<file path="src/rtl/rstseq_pkg.sv">
package rstseq_pkg;

  typedef enum logic [1:0] {
    ST_ASSERTED  = 2'd0,
    ST_WAIT_LOCK = 2'd1,
    ST_HOLD      = 2'd2,
    ST_RUN       = 2'd3
  } rseq_state_e;

endpackage

</file>
<file path="src/rtl/rstseq_sync.sv">
// Multi-stage synchronizer, cleared asynchronously and released synchronously.
module rstseq_sync #(
  parameter int STAGES = 2
) (
  input  logic clk,
  input  logic rst_n,
  input  logic d,
  output logic q
);

  logic [STAGES-1:0] chain_q;

  generate
    if (STAGES == 1) begin : g_single
      always_ff @(posedge clk or negedge rst_n) begin
        if (!rst_n) chain_q <= '0;
        else        chain_q <= d;
      end
    end else begin : g_multi
      always_ff @(posedge clk or negedge rst_n) begin
        if (!rst_n) chain_q <= '0;
        else        chain_q <= {chain_q[STAGES-2:0], d};
      end
    end
  endgenerate

  assign q = chain_q[STAGES-1];

endmodule

</file>
<file path="src/rtl/rstseq_holdcnt.sv">
// Hold-time counter: a clear input and a count enable, with a flag on the last cycle.
module rstseq_holdcnt #(
  parameter int HOLD_CYCLES = 8
) (
  input  logic clk,
  input  logic rst_n,
  input  logic clr,
  input  logic en,
  output logic done
);

  localparam int CNT_W = (HOLD_CYCLES > 1) ? $clog2(HOLD_CYCLES) : 1;
  localparam logic [CNT_W-1:0] LAST = CNT_W'(HOLD_CYCLES - 1);

  logic [CNT_W-1:0] cnt_q, cnt_d;

  always_comb begin
    cnt_d = cnt_q;
    if (clr)     cnt_d = '0;
    else if (en) cnt_d = cnt_q + 1'b1;
  end

  always_ff @(posedge clk or negedge rst_n) begin
    if (!rst_n) cnt_q <= '0;
    else        cnt_q <= cnt_d;
  end

  assign done = (cnt_q == LAST);

endmodule

</file>
<file path="src/rtl/rstseq_fsm.sv">
// Release sequencing: assert, wait for lock, hold, run.
module rstseq_fsm
  import rstseq_pkg::*;
(
  input  logic clk,
  input  logic rst_n,
  input  logic ext_ok,     // synchronized external release
  input  logic lock_ok,    // synchronized PLL lock
  input  logic pulse,      // watchdog or software request
  input  logic cnt_done,
  output logic cnt_clr,
  output logic cnt_en,
  output logic run
);

  rseq_state_e state_q, state_d;
  logic        trig;

  assign trig = ext_ok & pulse;

  always_comb begin
    state_d = state_q;
    if (trig) begin
      state_d = ST_ASSERTED;
    end else begin
      case (state_q)
        ST_ASSERTED:  if (ext_ok) state_d = lock_ok ? ST_HOLD : ST_WAIT_LOCK;
        ST_WAIT_LOCK: if (lock_ok) state_d = ST_HOLD;
        ST_HOLD:      if (cnt_done) state_d = ST_RUN;
        ST_RUN:       state_d = ST_RUN;
        default:      state_d = ST_ASSERTED;
      endcase
    end
  end

  always_ff @(posedge clk or negedge rst_n) begin
    if (!rst_n) state_q <= ST_ASSERTED;
    else        state_q <= state_d;
  end

  assign cnt_clr = (state_q != ST_HOLD);
  assign cnt_en  = (state_q == ST_HOLD);
  assign run     = (state_q == ST_RUN);

  // a new request during the hold returns to the asserted state
  a_r7_restart: assert property (@(posedge clk) disable iff (!rst_n)
    (state_q == ST_HOLD && trig) |=> (state_q == ST_ASSERTED));

  // without lock the hold never starts from the wait state
  a_r4_wait_lock: assert property (@(posedge clk) disable iff (!rst_n)
    (state_q == ST_WAIT_LOCK && !lock_ok) |=> (state_q != ST_HOLD));

  // entering run only after the counter reached its last value
  a_r3_full_hold: assert property (@(posedge clk) disable iff (!rst_n)
    $rose(state_q == ST_RUN) |-> $past(cnt_done));

endmodule

</file>
<file path="src/rtl/rst_sequencer.sv">
module rst_sequencer #(
  parameter int SYNC_STAGES = 2,
  parameter int HOLD_CYCLES = 8
) (
  input  logic clk,
  input  logic ext_rst_n,
  input  logic wdog_pulse,
  input  logic soft_pulse,
  input  logic pll_locked,
  output logic sys_rst_n,
  output logic rst_out_n,
  output logic pll_rst_n
);

  logic ext_sync;
  logic lock_sync;
  logic cnt_clr, cnt_en, cnt_done;
  logic run;

  rstseq_sync #(.STAGES(SYNC_STAGES)) u_ext_sync (
    .clk   (clk),
    .rst_n (ext_rst_n),
    .d     (1'b1),
    .q     (ext_sync)
  );

  rstseq_sync #(.STAGES(SYNC_STAGES)) u_lock_sync (
    .clk   (clk),
    .rst_n (ext_rst_n),
    .d     (pll_locked),
    .q     (lock_sync)
  );

  rstseq_fsm u_fsm (
    .clk      (clk),
    .rst_n    (ext_rst_n),
    .ext_ok   (ext_sync),
    .lock_ok  (lock_sync),
    .pulse    (wdog_pulse | soft_pulse),
    .cnt_done (cnt_done),
    .cnt_clr  (cnt_clr),
    .cnt_en   (cnt_en),
    .run      (run)
  );

  rstseq_holdcnt #(.HOLD_CYCLES(HOLD_CYCLES)) u_hold (
    .clk   (clk),
    .rst_n (ext_rst_n),
    .clr   (cnt_clr),
    .en    (cnt_en),
    .done  (cnt_done)
  );

  assign sys_rst_n = run;
  assign rst_out_n = run;
  assign pll_rst_n = ext_sync;

  // once released, the PLL reset stays released while the pin is high
  a_r2_pll_steady: assert property (@(posedge clk) disable iff (!ext_rst_n)
    pll_rst_n |=> pll_rst_n);

  // the system never runs while the PLL is still in reset
  a_r3_pll_first: assert property (@(posedge clk) disable iff (!ext_rst_n)
    sys_rst_n |-> pll_rst_n);

  // a watchdog pulse after pin release resets the system
  a_r5_wdog_hits: assert property (@(posedge clk) disable iff (!ext_rst_n)
    (wdog_pulse && pll_rst_n) |=> !sys_rst_n);

  // a software pulse after pin release resets the system
  a_r6_soft_hits: assert property (@(posedge clk) disable iff (!ext_rst_n)
    (soft_pulse && pll_rst_n) |=> !sys_rst_n);

endmodule

</file>
<file path="config.mk">
export PLATFORM = sky130hd
export DESIGN_NAME = rst_sequencer
export DESIGN_NICKNAME = d
export VERILOG_FILES = /design/src/rtl/rstseq_pkg.sv /design/src/rtl/rstseq_sync.sv /design/src/rtl/rstseq_holdcnt.sv /design/src/rtl/rstseq_fsm.sv /design/src/rtl/rst_sequencer.sv
export SDC_FILE = /design/constraint.sdc
export NUM_CORES = 1
export LEC_CHECK = 0
export BUFFER_PORTS_ARGS = -buffer_cell sky130_fd_sc_hd__buf_2
export CORE_AREA = 2 2 39 41
export DETAILED_ROUTE_END_ITERATION = 16
export DIE_AREA = 0 0 41 43
export PLACE_DENSITY = 0.46
export SKIP_CTS_REPAIR_TIMING = 1
export SLEW_MARGIN = 20
export SYNTH_ARGS = -nofsm -noshare
export SYNTH_HDL_FRONTEND = slang
export SYNTH_SLANG_ARGS = --single-unit
</file>
<file path="constraint.sdc">
create_clock -name clk -period 2.1 [get_ports clk]
set_clock_uncertainty 0.05 [all_clocks]
set_input_delay 0.21 -clock clk [delete_from_list [all_inputs] [get_ports clk]]
set_output_delay 0.21 -clock clk [all_outputs]
set_load 0.1 [all_outputs]
</file>
==> metrics <==
count of unique library cells instantiated by Yosys=12; TritonCTS clock tree=built; first-pass GRT wire length=841 um; Worst R2R Path Depth=3; Crit path max-delay family=flip-flops; Max Fclk=653 MHz; post-route insts no fill=53; Worst Setup End Kind=output port; number of rows created at floorplan=14; Max stage delay on crit path=0.42 ns; Warnings, synthesis=0; via count of the first global-routing pass=231; placed cells=47; Detail Route Antenna Nets=0; net switching share of the total power=29.1%; total number of vias=207; cell-internal power=279 uW; drt total wl=502 um; Gate power share=17.2%; Clock Latency Late Sink=0.26 ns; clock buffers created by TritonCTS=3; reported leakage power=0.229 nW; count of TritonRoute iterations in the first routing pass=1; slack of the worst reg-to-reg path=0.93 ns; top cell type by total area after synthesis=dfrtp_1; final setup violation count=0; number of top-level pins=8; launching element of the worst setup path=u_fsm.state_q[1]; most common cell after layout, fill and taps aside=dfrtp_1; maximum clock insertion buffer count=2; clock transition at the register clock pins on the worst setup and hold paths after CTS=0.06 ns; post-route core utilization=31.6%; Buf+Inv Stages, Crit Path=1; final max-slew violation count=0; floorplan die width=41 um; worst hold path depth=3; maximum level of the CTS H-tree=1; pin count of the biggest net entering global routing=10; area delta synth->final=27.7%; most frequent cells in the layout=dfrtp_1 (9), buf_2 (7), nor2_1 (3), clkbuf_4 (3); power share of the sequential group=50.0%; unrepaired setup endpoints after global routing=no; starting utilization of the core area=24.8%; post-layout minimum cycle time=1.53 ns; die height=43 um; most area-consuming cells after synthesis=dfrtp_1 (66%), ha_1 (7.3%), o21a_1 (4.4%), nand2b_4 (4.0%), nor2_1 (3.3%); Ant. Diodes=0; Setup crit start kind=register; WL per Instance=9.47 um; worst hold path type=input pin to register; launching point of the worst reg2reg path=u_hold.cnt_q[0]; Crit Reg-Reg Endpoint=u_fsm.state_q[0]; Congestion Overflow GR=0; top layer in use=met3; Met3 Wirelength=18 um; power per standard cell area=900 mW/mm^2; count of max-cap constraint violations=0; post-synthesis net count=32; cells along the critical path=and2_2, buf_2; drt via density=3.91; path length in cells of the critical path=2; critical path peak fanout=4; HPWL Detailed=399 um; number of DRC violations after detailed routing=0; Max stage delay cell, worst path=dfrtp_1; hold slack=0.217 ns; layout cell share with drive strength beyond 1=35.1%; result of the run=completed; NumNets Final=45; Crit path required time=1.84 ns; Floorplan Core Area=0.00138 mm^2; last element of the critical path=sys_rst_n; Tcrit/Tclk final=73.0%; DRT met1 WL=186 um; area enclosed by the die boundary=0.00176 mm^2; total number of clock tree sinks=9; root buf cell=clkbuf_4; Data arrival, critical path=1.27 ns; power dissipated by switching net loads=115 uW; count of input and output buffers=7; total of flip-flops plus latches after synthesis=9; mapped cell area=343 um^2; VDD IR max=0.000325 V; total negative setup slack=0 ns; relative contribution of the clock network to total power=32.8%; number of antenna violations at the first check in global routing=0; average instance area after synthesis=13.7 um^2; Cells after Synth=25; total routing resource utilization after global routing=8.05%; top cell type's share of synthesized area=65.7%; count of routing violations after the opening detailed-route iteration=0; hold violation count in the final report=0; startpoint of the worst hold path=wdog_pulse; post-layout power=394 uW; length of routed met2 wiring=297 um; Routability Congestion=0.608; post-synthesis sequential area ratio=65.7%; type of the worst setup path=register to output port
[layout make-up]
| class | instances | area, um^2 |
|---|---|---|
| fill | 152 | 946 |
| inverter | 2 | 7.51 |
| tap | 16 | 20.0 |
| clock buffer | 3 | 22.5 |
| multi-input combinational | 13 | 103 |
| sequential | 9 | 225 |
| clock inverter | 1 | 5.00 |
| timing repair buffer | 9 | 55.1 |
[power by group through the flow]
stage                     registers, mW  clock network [mW]  logic (mW)
after global routing              0.199               0.145      0.0738
after CTS                         0.198               0.140      0.0661
after detailed placement          0.201                   0      0.0661
final                             0.197               0.129      0.0676
after floorplan                   0.205                   0      0.0470
after global placement            0.199                   0      0.0643
[worst min-delay path by stage]
stage	to	slack (ns)
after floorplan	u_ext_sync.chain_q[0]	-0.14
after global placement	u_hold.cnt_q[1]	0.01
after detailed placement	u_ext_sync.chain_q[0]	0.02
after CTS	u_ext_sync.chain_q[0]	-0.27
after global routing	u_fsm.state_q[1]	0.23
final	u_fsm.state_q[1]	0.22
[logic make-up after synthesis]
logic type / count (synthesis) / synth area share, %
AO/OA/AOI/OAI: 5 / 12.0
buffers and inverters: 3 / 4.38
other: 1 / 1.09
flip-flops: 9 / 65.7
adder cells (fa/ha/maj): 2 / 7.30
AND/OR/NAND/NOR: 5 / 9.49
[layer usage]
metal | vias to the layer above | GRT usage (%)
met1 | 100 | 5.74
met4 | 0 | 10.0
met5 | - | 0
li1 | 102 | -
met3 | 0 | 3.14
met2 | 5 | 12.8
[flip-flops by register name (all words and copies together), names as in the netlist]
| name | cells |
|---|---|
| u_hold.cnt_q | 3 |
| u_ext_sync.chain_q | 2 |
| u_fsm.state_q | 2 |
| u_lock_sync.chain_q | 2 |
[cells in the mapped netlist (all sizes together)]
master	n
o221a	1
nor2	3
o21ai	1
conb	1
o21a	2
and2	1
nand2b	1
ha	2
inv	2
dfrtp	9
o21ba	1
buf	1
[tightest hold or removal path: stages]
cell,delay (ns)
buf_2,0.07
o21ai_0,0.09
o21a_1,0.12
[stage by stage]
step	cell area [um^2]	worst slack, ns
after floorplan	343	0.560
after CTS	418	0.542
after global placement	390	0.866
after global routing	438	0.502
final	438	0.568
after detailed placement	390	0.847
No activity file was read; power rests on OpenSTA's default activity.
